$ cat src/rtl/cls_pkg.sv
package cls_pkg;
    localparam int BYTE_W = 8;
    localparam logic [3:0] DEV_PREFIX = 4'b1010;

    typedef enum logic [3:0] {
        ST_IDLE,
        ST_DEV_ADDR,
        ST_DEV_ACK,
        ST_REG_ADDR,
        ST_REG_ACK,
        ST_WR_DATA,
        ST_WR_ACK,
        ST_RD_DATA,
        ST_RD_ACK,
        ST_WAIT_STOP
    } link_state_t;
endpackage

$ cat src/rtl/cls_line_sync.sv
module cls_line_sync #(
    parameter int STAGES = 2
) (
    input  logic clk,
    input  logic rst_n,
    input  logic d_in,
    output logic q,
    output logic q_prev
);
    logic [STAGES-1:0] pipe;

    // Idle bus level is high, so reset to ones.
    always_ff @(posedge clk or negedge rst_n) begin
        if (!rst_n) begin
            pipe   <= '1;
            q_prev <= 1'b1;
        end else begin
            pipe   <= {pipe[STAGES-2:0], d_in};
            q_prev <= pipe[STAGES-1];
        end
    end

    assign q = pipe[STAGES-1];
endmodule

$ cat src/rtl/cls_regfile.sv
module cls_regfile #(
    parameter int DEPTH  = 16,
    parameter int WIDTH  = 8,
    localparam int IDX_W = $clog2(DEPTH)
) (
    input  logic             clk,
    input  logic             rst_n,
    input  logic             we,
    input  logic [IDX_W-1:0] waddr,
    input  logic [WIDTH-1:0] wdata,
    input  logic [IDX_W-1:0] bus_raddr,
    output logic [WIDTH-1:0] bus_rdata,
    input  logic [IDX_W-1:0] host_raddr,
    output logic [WIDTH-1:0] host_rdata
);
    logic [WIDTH-1:0] regs [DEPTH];

    for (genvar gi = 0; gi < DEPTH; gi++) begin : g_reg
        always_ff @(posedge clk or negedge rst_n) begin
            if (!rst_n) begin
                regs[gi] <= '0;
            end else if (we && (waddr == IDX_W'(gi))) begin
                regs[gi] <= wdata;
            end
        end
    end

    assign bus_rdata  = regs[bus_raddr];
    assign host_rdata = regs[host_raddr];
endmodule

$ cat src/rtl/cfg_link_slave.sv
module cfg_link_slave
    import cls_pkg::*;
#(
    parameter int REG_COUNT   = 16,
    parameter int SYNC_STAGES = 2,
    localparam int IDX_W      = $clog2(REG_COUNT)
) (
    input  logic              clk,
    input  logic              rst_n,
    input  logic              scl_i,
    input  logic              sda_i,
    output logic              sda_oe,
    input  logic [2:0]        addr_pins,
    input  logic [IDX_W-1:0]  host_idx,
    output logic [BYTE_W-1:0] host_data
);
    localparam logic [3:0] BITS_IN = 4'(BYTE_W);
    localparam logic [3:0] LAST_TX = 4'(BYTE_W - 1);

    // ---------------- line conditioning ----------------
    logic scl_s, scl_p, sda_s, sda_p;
    logic scl_rise, scl_fall, start_det, stop_det;

    cls_line_sync #(.STAGES(SYNC_STAGES)) i_scl_sync (
        .clk(clk), .rst_n(rst_n), .d_in(scl_i), .q(scl_s), .q_prev(scl_p)
    );
    cls_line_sync #(.STAGES(SYNC_STAGES)) i_sda_sync (
        .clk(clk), .rst_n(rst_n), .d_in(sda_i), .q(sda_s), .q_prev(sda_p)
    );

    assign scl_rise  =  scl_s && !scl_p;
    assign scl_fall  = !scl_s &&  scl_p;
    assign start_det =  scl_s && scl_p && sda_p && !sda_s;
    assign stop_det  =  scl_s && scl_p && !sda_p && sda_s;

    // ---------------- datapath state ----------------
    link_state_t         cur, nxt;
    logic [3:0]          bit_cnt;
    logic [BYTE_W-1:0]   rx_sh, tx_sh;
    logic                rd_dir, master_ack;
    logic [IDX_W-1:0]    ptr;
    logic                rf_we;
    logic [IDX_W-1:0]    rf_waddr;
    logic [BYTE_W-1:0]   rf_wdata, bus_rdata;
    logic                byte_done, addr_hit;

    assign byte_done = scl_fall && (bit_cnt == BITS_IN);
    assign addr_hit  = (rx_sh[BYTE_W-1:1] == {DEV_PREFIX, addr_pins});

    cls_regfile #(.DEPTH(REG_COUNT), .WIDTH(BYTE_W)) i_regs (
        .clk(clk), .rst_n(rst_n),
        .we(rf_we), .waddr(rf_waddr), .wdata(rf_wdata),
        .bus_raddr(ptr), .bus_rdata(bus_rdata),
        .host_raddr(host_idx), .host_rdata(host_data)
    );

    // ---------------- state register ----------------
    always_ff @(posedge clk or negedge rst_n) begin
        if (!rst_n) cur <= ST_IDLE;
        else        cur <= nxt;
    end

    // ---------------- next state ----------------
    always_comb begin
        nxt = cur;
        if (start_det) begin
            nxt = ST_DEV_ADDR;
        end else if (stop_det) begin
            nxt = ST_IDLE;
        end else begin
            unique case (cur)
                ST_IDLE, ST_WAIT_STOP: nxt = cur;
                ST_DEV_ADDR: if (byte_done) nxt = addr_hit ? ST_DEV_ACK : ST_WAIT_STOP;
                ST_DEV_ACK:  if (scl_fall)  nxt = ST_REG_ADDR;
                ST_REG_ADDR: if (byte_done) nxt = ST_REG_ACK;
                ST_REG_ACK:  if (scl_fall)  nxt = rd_dir ? ST_RD_DATA : ST_WR_DATA;
                ST_WR_DATA:  if (byte_done) nxt = ST_WR_ACK;
                ST_WR_ACK:   if (scl_fall)  nxt = ST_WR_DATA;
                ST_RD_DATA:  if (scl_fall && bit_cnt == LAST_TX) nxt = ST_RD_ACK;
                ST_RD_ACK:   if (scl_fall)  nxt = master_ack ? ST_RD_DATA : ST_WAIT_STOP;
                default:     nxt = ST_IDLE;
            endcase
        end
    end

    // ---------------- outputs and datapath ----------------
    always_ff @(posedge clk or negedge rst_n) begin
        if (!rst_n) begin
            bit_cnt    <= '0;
            rx_sh      <= '0;
            tx_sh      <= '0;
            rd_dir     <= 1'b0;
            master_ack <= 1'b0;
            ptr        <= '0;
            sda_oe     <= 1'b0;
            rf_we      <= 1'b0;
            rf_waddr   <= '0;
            rf_wdata   <= '0;
        end else begin
            rf_we <= 1'b0;
            if (start_det || stop_det) begin
                bit_cnt <= '0;
                sda_oe  <= 1'b0;
            end else begin
                unique case (cur)
                    ST_DEV_ADDR, ST_REG_ADDR, ST_WR_DATA: begin
                        if (scl_rise) begin
                            rx_sh   <= {rx_sh[BYTE_W-2:0], sda_s};
                            bit_cnt <= bit_cnt + 4'd1;
                        end else if (byte_done) begin
                            bit_cnt <= '0;
                            if (cur == ST_DEV_ADDR) begin
                                sda_oe <= addr_hit;
                                rd_dir <= rx_sh[0];
                            end else if (cur == ST_REG_ADDR) begin
                                sda_oe <= 1'b1;
                                ptr    <= rx_sh[IDX_W-1:0];
                            end else begin
                                sda_oe   <= 1'b1;
                                rf_we    <= 1'b1;
                                rf_waddr <= ptr;
                                rf_wdata <= rx_sh;
                                ptr      <= ptr + 1'b1;
                            end
                        end
                    end
                    ST_DEV_ACK, ST_WR_ACK: begin
                        if (scl_fall) begin
                            sda_oe  <= 1'b0;
                            bit_cnt <= '0;
                        end
                    end
                    ST_REG_ACK: begin
                        if (scl_fall) begin
                            bit_cnt <= '0;
                            if (rd_dir) begin
                                tx_sh  <= bus_rdata;
                                sda_oe <= !bus_rdata[BYTE_W-1];
                            end else begin
                                sda_oe <= 1'b0;
                            end
                        end
                    end
                    ST_RD_DATA: begin
                        if (scl_fall) begin
                            if (bit_cnt == LAST_TX) begin
                                sda_oe  <= 1'b0;
                                ptr     <= ptr + 1'b1;
                                bit_cnt <= '0;
                            end else begin
                                tx_sh   <= {tx_sh[BYTE_W-2:0], 1'b0};
                                sda_oe  <= !tx_sh[BYTE_W-2];
                                bit_cnt <= bit_cnt + 4'd1;
                            end
                        end
                    end
                    ST_RD_ACK: begin
                        if (scl_rise) begin
                            master_ack <= !sda_s;
                        end else if (scl_fall && master_ack) begin
                            tx_sh  <= bus_rdata;
                            sda_oe <= !bus_rdata[BYTE_W-1];
                        end
                    end
                    ST_IDLE, ST_WAIT_STOP: sda_oe <= 1'b0;
                    default: sda_oe <= 1'b0;
                endcase
            end
        end
    end

    // ---------------- assertions ----------------
    AST_OE_SCL_LOW: assert property (@(posedge clk) disable iff (!rst_n)
        (!$stable(sda_oe) && !$past(start_det) && !$past(stop_det)) |-> !scl_s);
    AST_SILENT_WAIT: assert property (@(posedge clk) disable iff (!rst_n)
        (cur == ST_WAIT_STOP || cur == ST_IDLE) |-> !sda_oe);
    AST_START_RESYNC: assert property (@(posedge clk) disable iff (!rst_n)
        start_det |=> (cur == ST_DEV_ADDR));
    AST_WRITE_SLOT: assert property (@(posedge clk) disable iff (!rst_n)
        rf_we |-> (!scl_s && cur == ST_WR_ACK));
    AST_PTR_ADVANCE: assert property (@(posedge clk) disable iff (!rst_n)
        rf_we |-> (ptr == IDX_W'(rf_waddr + 1'b1)));
    AST_TX_ALIGN: assert property (@(posedge clk) disable iff (!rst_n)
        (cur == ST_RD_DATA) |-> (sda_oe == !tx_sh[BYTE_W-1]));
endmodule

$ cat config.mk
export PLATFORM = sky130hd
export DESIGN_NAME = cfg_link_slave
export DESIGN_NICKNAME = d
export VERILOG_FILES = /design/src/rtl/cls_pkg.sv /design/src/rtl/cls_line_sync.sv /design/src/rtl/cls_regfile.sv /design/src/rtl/cfg_link_slave.sv
export SDC_FILE = /design/constraint.sdc
export NUM_CORES = 1
export LEC_CHECK = 0
export ABC_AREA = 1
export BUFFER_PORTS_ARGS = -buffer_cell sky130_fd_sc_hd__buf_2
export CORE_UTILIZATION = 30
export DETAILED_ROUTE_END_ITERATION = 6
export GPL_TIMING_DRIVEN = 0
export PLACE_DENSITY = 0.48
export REMOVE_ABC_BUFFERS = 1
export SKIP_CTS_REPAIR_TIMING = 1
export SYNTH_ARGS = -nofsm -noshare
export SYNTH_HDL_FRONTEND = slang
export SYNTH_SLANG_ARGS = --single-unit
$ cat constraint.sdc
create_clock -name clk -period 3.2 [get_ports clk]
set_input_delay 0.16 -clock clk [delete_from_list [all_inputs] [get_ports clk]]
set_output_delay 0.16 -clock clk [all_outputs]
set_load 0.02 [all_outputs]
==> results.ini, run 1 <==
[die]
rows=64
die_h_um=179.9
coreArea_um2=30830
ios=20
dieArea_um2=32360
chipWidth_um=179.9
initial_core_util_pct=30.79

[worst_setup_path]
critPathLaunchType=flip-flop
r2r.worst_path.cells=9
worstSetupPathType=reg -> reg
arrival_ps=3320
crit_fanout=20
end_kind=flip-flop
crit_required_ps=3520

[yosys]
yosysMostFrequentCell=nand2_1
netlist.area_leader.share_pct=45.08
synth_common_cells=346 x nand2_1, 215 x o21ai_0, 171 x dfrtp_1
synth_edf_count=0
synth_area_um2=9493
synthArstFlopShare_pct=100.0
ys_warn_count=0
synth-seq-cells=177
synthTopCellsByArea=dfrtp_1 45%, nand2_1 14%, o21ai_0 11%
syn_inst=1277
avgSynthCellArea_um2=7.434
synth_ff_type=dfrtp_1
yosys.cell_types.count=32
yosysSeqAreaShare_pct=46.74
yosysTopAreaCell=dfrtp_1

[route]
first_iter_violations=612
final_antenna_net_count=0
viasPerCell=5.065
drc=0
routed-via-count=8373
wl_per_cell_um=17.64
routed_wl_um=29150
drtPass1Iterations=5

[pwr]
p_int_uw=4028
p_sw_share_pct=37.53
irDropWorstVdd_uv=340.0
clkPwrFrac_pct=32.4
power.density_nw_per_um2=614.8
p_sw_uw=2420
sequentialPowerShare_pct=40.0
p_leak_uw=0.004604
p_comb_share_pct=27.6

[final_layout]
fillCellCount=3314
final_cells=1653
multi_input_area_um2=4275
antennaDiodeCount=0
drive_above_1_share_pct=6.921
area_delta_synth_final_pct=10.49
fin_nets=1258
fin_area_um2=10490
regArea_um2=4442

[sta]
setup_slack_ps=208.2
fmax_mhz=334.2
fin_crit_sh_pct=93.49
skew_ps=10.18
hold_viol=0
drv_slew=0
setup_viol=0
worst_pin_slew_ps=1313
slew-limit-headroom_pct=12.47
layout_min_cycle_time_ps=2992
rsz0062_at_grt=no

[global_route]
grt-ovfl-total=0
grt_pass1_vias=7794
grt_use_total_pct=18.28
grt_max_degree=98
grt_first_pass_wirelength_um=45440
antenna_found_initial=0

[clocking]
clk_pin_slew_ps=70
clock-sinks=177
ctsLongestPathBuffers=2
cts_tree=built
clockRootBuffer=clkbuf_16
worstSkewPairLatency_ps=440
cts_made_buffers=17
htreeDepth=4

[placed_design]
dp.cells=1618
port_buffers=19
placement.setup.worst_slack_ps=-14.50
dpl_cell_area_um2=9881
place_hpwl_um=17560
routabilityCongestion=0.8161

[run_status]
status=completed

[worst_hold_path]
hp-class=in -> async

[run]
cap_violations=0

[routing by layer]
layer	vias to the layer above	routed length [µm]	global-route usage, %
li1	4192	-	-
met1	3953	13750	24.68
met2	191	13530	29.26
met3	37	1188	3.262
met4	0	685	6.621
met5	-	0	0
[stage by stage]
step           hold WS, ps  total power [µW]  setup TNS [ps]  util [%]
2_1_floorplan       -135.6              3707          -142.5         -
3_3_place_gp         267.4              4372         -209130     31.66
3_5_place_dp         205.2              4397          -14.50     32.05
4_1_cts             -272.5              6513          -14.33     33.91
5_1_grt              337.3              6835               0     34.02
6_report             303.2              6448               0     34.02
[logic make-up (layout without fill, tap and decap cells)]
logic type	Yosys count	count (layout)	share of synthesized area, %
AOI/OAI and AO/OA	376	376	21.56
buffers and inverters	200	180	8.225
muxes	2	2	0.2109
and+or+nand+nor	516	516	22.59
adders and majority gates	3	3	0.3955
DFF	177	177	46.74
xor gates and xnor gates	3	3	0.2768
[critical path, stage by stage (launching register included)]
cell	delay, ps
dfrtp_1	1140
clkinvlp_4	920
nand2_1	230
nor2_1	50
nand2_1	50
nand3_1	130
nand3_1	150
nand2_1	50
nand2_1	70
nand2_1	60
[layout by cell type (no fill, tap or decap), types with 4 or more instances in the layout]
master	Yosys	final
nand2_1	346	346
o21ai_0	215	215
dfrtp_1	171	169
inv_1	110	110
nand3_1	104	104
a21oi_1	74	74
o211ai_1	58	58
nor2_1	45	45
o21ai_1	22	22
clkbuf_16	0	17
buf_2	18	17
inv_2	9	9
nor2_2	6	6
dfstp_2	6	6
clkinvlp_4	0	5
inv_6	0	5
nand4_1	4	4
o221ai_1	4	4
[worst paths after layout]
path / end / slack [ps] / from
worst max-delay path: sda_oe / 210 / ptr[2]
worst min-delay path: i_regs.regs[4] / 300 / rst_n
worst max register to register: sda_oe / 210 / ptr[2]
worst min register to register: i_scl_sync.pipe[1] / 360 / i_scl_sync.pipe[0]
max in group asynchronous: ptr[0] / 1950 / rst_n
min in group clk: cur[1] / 330 / addr_pins[1]
[flip-flops by register name (all words and copies together) (netlist names), 2 cells and up]
name,flops
i_regs.regs,128
bit_cnt,4
i_scl_sync.pipe,2
cur,4
rx_sh,8
i_sda_sync.pipe,2
ptr,4
tx_sh,7
rf_wdata,8
rf_waddr,4
[power by group through the flow]
| stage | clock [µW] | sequential (µW) | combinational [µW] |
|---|---|---|---|
| 6_report | 2090 | 2580 | 1780 |
| 5_1_grt | 2240 | 2590 | 2000 |
| 4_1_cts | 2160 | 2570 | 1790 |
| 3_5_place_dp | 0 | 2610 | 1780 |
| 3_3_place_gp | 0 | 2780 | 1590 |
| 2_1_floorplan | 0 | 2620 | 1090 |
[area by class of cell]
cell class,count,share of cell area (%)
Inverter,122,4.402
Clock inverter,15,1.420
Sequential cell,177,42.35
Tap cell,396,4.724
Clock buffer,17,4.056
Timing Repair Buffer,26,2.290
Multi-Input combinational cell,900,40.76
Note: power is estimated with default switching activity, not from simulation.
==> run 2, diff against run 1 <==
--- a/config.mk
+++ b/config.mk
@@ -10,7 +10,9 @@
 export CORE_UTILIZATION = 30
 export DETAILED_ROUTE_END_ITERATION = 6
 export GPL_TIMING_DRIVEN = 0
+export HOLD_SLACK_MARGIN = 0.12
 export PLACE_DENSITY = 0.48
+export RECOVER_POWER = 100
 export REMOVE_ABC_BUFFERS = 1
 export SKIP_CTS_REPAIR_TIMING = 1
 export SYNTH_ARGS = -nofsm -noshare
==> results.ini, run 2 (synthesized netlist as in run 1, its figures left out) <==
[clocking]
cts_made_buffers=17  ; unchanged
worstSkewPairLatency_ps=440  ; about the same
htreeDepth=4  ; unchanged
clk_pin_slew_ps=70  ; about the same
ctsLongestPathBuffers=2  ; unchanged
cts_tree=built  ; unchanged
clock-sinks=177  ; unchanged
clockRootBuffer=clkbuf_16  ; unchanged

[placed_design]
routabilityCongestion=0.8161  ; unchanged
port_buffers=19  ; unchanged
dp.cells=1618  ; unchanged
place_hpwl_um=17560  ; unchanged
placement.setup.worst_slack_ps=-14.50  ; unchanged

[worst_setup_path]
end_kind=flip-flop  ; unchanged
cp_common_cell=nand2_1  ; unchanged
crit_fanout=20  ; unchanged
crit_required_ps=3520  ; about the same
worstSetupPathType=reg -> reg  ; unchanged
crit_path_top_delay_cell=dfrtp_1  ; unchanged
crit_path_max_incr_delay_ps=1130  ; was 1140 ps
critPathLaunchType=flip-flop  ; unchanged
arrival_ps=3330  ; was 3320 ps
path_cells=clkinvlp_4, nand2_1, nor2_1, nand2_1, nand3_1, nand3_1, nand2_1, nand2_1, nand2_1  ; unchanged

[sta]
skew_ps=14.07  ; was 10.18 ps
setup_viol=0  ; unchanged
hold_viol=0  ; unchanged
setup_slack_ps=191.2  ; was 208.2 ps
hold-worst-slack_ps=337.7  ; was 303.2 ps
rsz0062_at_grt=no  ; unchanged
layout_min_cycle_time_ps=3009  ; was 2992 ps
worst_pin_slew_ps=2219  ; was 1313 ps
slew-limit-headroom_pct=-47.91  ; was 12.47%
fin_crit_sh_pct=94.03  ; was 93.49%
fmax_mhz=332.4  ; was 334.2 MHz
drv_slew=81  ; was 0

[die]
chipWidth_um=179.9  ; unchanged
ios=20  ; unchanged
initial_core_util_pct=30.79  ; unchanged
coreArea_um2=30830  ; unchanged
rows=64  ; unchanged
dieArea_um2=32360  ; unchanged
die_h_um=179.9  ; unchanged

[final_layout]
fillCellCount=3318  ; was 3314
largest_register_ffs=128  ; unchanged
final_cells=1653  ; unchanged
top_regs=i_regs.regs: 128 flops, rf_wdata: 8 flops, rx_sh: 8 flops  ; unchanged
antennaDiodeCount=0  ; unchanged
fin_nets=1258  ; unchanged
drive_above_1_share_pct=5.728  ; was 6.921%
regMostFlops=i_regs.regs  ; unchanged
layout_common_cells=347 x nand2_1, 233 x o21ai_0, 169 x dfrtp_1  ; was 346 x nand2_1, 215 x o21ai_0, 169 x dfrtp_1
layout_commonest_cell=nand2_1  ; unchanged
area_delta_synth_final_pct=10.20  ; was 10.49%

[route]
drtPass1Iterations=6  ; was 5
final_antenna_net_count=0  ; unchanged
wl_per_cell_um=17.63  ; was 17.64 µm
viasPerCell=5.065  ; unchanged
routed-via-count=8373  ; unchanged
routed_wl_um=29150  ; about the same
drc=0  ; unchanged
first_iter_violations=601  ; was 612

[pwr]
p_leak_uw=0.004572  ; was 0.004604 µW
power.density_nw_per_um2=614.2  ; was 614.8 nW/µm²
irDropWorstVdd_uv=336.7  ; was 340.0 µV

[run_status]
violations=capacitance limit, slew limit
status=finished, violations left  ; was completed

[run]
cap_violations=1  ; was 0

[global_route]
grt_pass1_vias=7794  ; unchanged
grt-ovfl-total=0  ; unchanged
grt_max_degree=98  ; unchanged
grt_use_total_pct=18.28  ; unchanged
grt_first_pass_wirelength_um=45440  ; unchanged
antenna_found_initial=0  ; unchanged

[worst_hold_path]
hp-class=in -> reg  ; was in -> async

-- run 2: power by group --
group	total, µW	switching, µW	internal, µW
logic	1770	1180	587
registers	2580	241	2330
clock network	2080	988	1100
-- run 2: metrics by stage --
stage	total power [µW]	TNS, ps	cell area (µm²)	utilization, %
3_3_place_gp	4372	-209130	9761	31.66
2_1_floorplan	3707	-142.5	9170	-
4_1_cts	6513	-14.33	10460	33.91
6_report	6426	0	10460	33.93
3_5_place_dp	4397	-14.50	9881	32.05
5_1_grt	6816	0	10460	33.93
-- run 2: final timing paths --
kind                                    start                 end  slack [ps]  cells past startpoint
min reg2reg                i_scl_sync.pipe[0]  i_scl_sync.pipe[1]         360                      0
min                              addr_pins[1]              cur[1]         340                      8
max                                    ptr[2]              sda_oe         190                      9
max in group asynchronous               rst_n              ptr[0]         950                      3
min in group asynchronous               rst_n      i_regs.regs[4]         890                      2
max reg2reg                            ptr[2]              sda_oe         190                      9
-- run 2: final cells by class --
type                            count  area [µm²]  area share (%)
Multi-Input combinational cell    900        4268           40.80
Sequential cell                   177        4442           42.46
Inverter                          122       461.7           4.413
Tap cell                          396       495.5           4.736
Clock buffer                       17       425.4           4.066
Timing Repair Buffer               26       220.2           2.105
Clock inverter                     15       148.9           1.423
-- run 2: layer usage --
layer	track usage (%)	share of wire, %	vias to the layer above
li1	-	-	4188
met1	24.68	47	3958
met2	29.26	47	198
met3	3.262	4.4	29
met4	6.621	2.1	0
met5	0	0	-
-- run 2: worst max-delay path: cells and delay by family (launching register included) --
family,cells,cell delay [ps]
flip-flops,1,1130
buffers and inverters,1,920
AND/OR/NAND/NOR,8,830
==> run 3, diff against run 2 <==
--- a/config.mk
+++ b/config.mk
@@ -11,7 +11,7 @@
 export DETAILED_ROUTE_END_ITERATION = 6
 export GPL_TIMING_DRIVEN = 0
 export HOLD_SLACK_MARGIN = 0.12
-export PLACE_DENSITY = 0.48
+export PLACE_DENSITY = 0.41
 export RECOVER_POWER = 100
 export REMOVE_ABC_BUFFERS = 1
 export SKIP_CTS_REPAIR_TIMING = 1
==> results.ini, run 3 (synthesized netlist as in run 1, its figures left out) <==
[worst_setup_path]
arrival_ps=3330  ; about the same
crit_fanout=20  ; unchanged
worstSetupPathType=reg -> reg  ; unchanged
critPathLaunchType=flip-flop  ; unchanged
crit_required_ps=3580  ; was 3520 ps
end_kind=flip-flop  ; unchanged

[global_route]
grt_pass1_vias=7887  ; was 7794
antenna_found_initial=1  ; was 0
grt_first_pass_wirelength_um=48470  ; was 45440 µm
grt_max_degree=109  ; was 98
grt-ovfl-total=0  ; unchanged
grt_use_total_pct=19.73  ; was 18.28%

[die]
dieArea_um2=32360  ; unchanged
ios=20  ; unchanged
rows=64  ; unchanged
die_h_um=179.9  ; unchanged
coreArea_um2=30830  ; unchanged
initial_core_util_pct=30.79  ; unchanged
chipWidth_um=179.9  ; unchanged

[sta]
tns_ps=0  ; unchanged
fin_crit_sh_pct=92.21  ; was 94.03%
rsz0062_at_grt=no  ; unchanged
layout_min_cycle_time_ps=2951  ; was 3009 ps
hold-worst-slack_ps=306.0  ; was 337.7 ps
skew_ps=10.60  ; was 14.07 ps
hold_viol=0  ; unchanged
fmax_mhz=338.9  ; was 332.4 MHz
slew-limit-headroom_pct=-9.621  ; was -47.91%
setup_viol=0  ; unchanged
drv_slew=108  ; was 81
worst_pin_slew_ps=1644  ; was 2219 ps

[final_layout]
area_delta_synth_final_pct=10.97  ; was 10.20%
largest_register_ffs=128  ; unchanged
fin_nets=1259  ; was 1258
antennaDiodeCount=0  ; unchanged
layout_commonest_cell=nand2_1  ; unchanged
top_regs=i_regs.regs: 128 flops, rf_wdata: 8 flops, rx_sh: 8 flops  ; unchanged
regMostFlops=i_regs.regs  ; unchanged
fillCellCount=3293  ; was 3318
layout_common_cells=347 x nand2_1, 233 x o21ai_0, 169 x dfrtp_1  ; unchanged
drive_above_1_share_pct=5.723  ; was 5.728%

[pwr]
sequentialPowerShare_pct=38.1  ; was 40.1%
clkPwrFrac_pct=34.3  ; was 32.4%
p_leak_uw=0.004617  ; was 0.004572 µW
irDropWorstVdd_uv=416.3  ; was 336.7 µV
p_sw_uw=2439  ; was 2408 µW
power.density_nw_per_um2=634.2  ; was 614.2 nW/µm²
p_int_uw=4241  ; was 4018 µW
finalPower_uw=6680  ; was 6426 µW
p_comb_share_pct=27.5  ; about the same
p_sw_share_pct=36.51  ; was 37.47%

[run]
cap_violations=1  ; unchanged

[clocking]
clock-sinks=177  ; unchanged
htreeDepth=4  ; unchanged
ctsLongestPathBuffers=2  ; unchanged
clk_pin_slew_ps=70  ; about the same
clockRootBuffer=clkbuf_16  ; unchanged
worstSkewPairLatency_ps=450  ; was 440 ps
cts_made_buffers=17  ; unchanged
cts_tree=built  ; unchanged

[route]
drc=0  ; unchanged
routed_wl_um=30740  ; was 29150 µm
final_antenna_net_count=0  ; unchanged
first_iter_violations=589  ; was 601
wl_per_cell_um=18.58  ; was 17.63 µm
routed-via-count=8301  ; was 8373
viasPerCell=5.019  ; was 5.065
drtPass1Iterations=5  ; was 6

[run_status]
status=finished, violations left  ; unchanged
violations=capacitance limit, slew limit  ; unchanged

[placed_design]
place_hpwl_um=19040  ; was 17560 µm
routabilityCongestion=0.8024  ; was 0.8161
port_buffers=19  ; unchanged

[worst_hold_path]
hp-class=in -> reg  ; unchanged

## run 3: cell types whose count changed in the layout (fill, tap and decap cells not counted), moves of 2 or more
cell,delta
bufinv_16,+2
clkbuf_8,+4
clkinv_4,+3
clkinvlp_4,-2
inv_6,-5
inv_8,-2
## run 3: worst max-delay path, stage by stage (launching register included)
cell and delay, ps:
dfrtp_1 1100, clkinvlp_4 920, nand3_1 320, nand3_1 230, nand3_1 170, nand2_1 60
nand2_1 50
## run 3: routing by layer
| metal | wire length, µm | global-route usage (%) | vias to the layer above | part of all wire (%) |
|---|---|---|---|---|
| li1 | - | - | 4177 | - |
| met1 | 15620 | 28.44 | 3960 | 51 |
| met2 | 13680 | 30.54 | 145 | 45 |
| met3 | 1078 | 3.363 | 19 | 3.5 |
| met4 | 354 | 4.759 | 0 | 1.2 |
| met5 | 0 | 0 | - | 0 |
## run 3: area by class of cell
| cell class | count | area, µm² | area share [%] |
|---|---|---|---|
| clock buffers | 21 | 480.5 | 4.561 |
| flip-flops and latches | 177 | 4442 | 42.17 |
| clock inverters | 11 | 153.9 | 1.461 |
| repair buffers | 27 | 232.7 | 2.209 |
| inverters | 122 | 461.7 | 4.383 |
| well taps | 396 | 495.5 | 4.704 |
| multi-input cells | 900 | 4268 | 40.52 |
## run 3: power by group through the flow
stage / clock network, µW / logic [µW] / registers [µW]
2_1_floorplan: 0 / 1090 / 2620
3_3_place_gp: 0 / 1660 / 2790
3_5_place_dp: 0 / 1880 / 2590
4_1_cts: 2360 / 1890 / 2550
5_1_grt: 2440 / 2080 / 2570
6_report: 2290 / 1840 / 2550
## run 3: stage by stage
| stage | setup WS [ps] | cells | area [µm²] | utilization [%] |
|---|---|---|---|---|
| 2_1_floorplan | -113.4 | 1199 | 9170 | - |
| 3_3_place_gp | -2159 | 1614 | 9761 | 31.66 |
| 3_5_place_dp | -164.0 | 1619 | 9908 | 32.14 |
| 4_1_cts | -188.0 | 1651 | 10540 | 34.20 |
| 5_1_grt | 16.60 | 1654 | 10530 | 34.17 |
| 6_report | 249.3 | 1654 | 10530 | 34.17 |
## run 3: final timing paths
check	from	end	slack (ps)	cells past startpoint
min	addr_pins[0]	cur[1]	310	8
min reg2reg	i_sda_sync.pipe[0]	i_sda_sync.pipe[1]	360	0
max in group asynchronous	rst_n	i_sda_sync.q_prev	1110	4
max reg2reg	ptr[2]	tx_sh[4]	250	6
max	ptr[2]	tx_sh[4]	250	6
min in group asynchronous	rst_n	i_regs.regs[83]	960	3
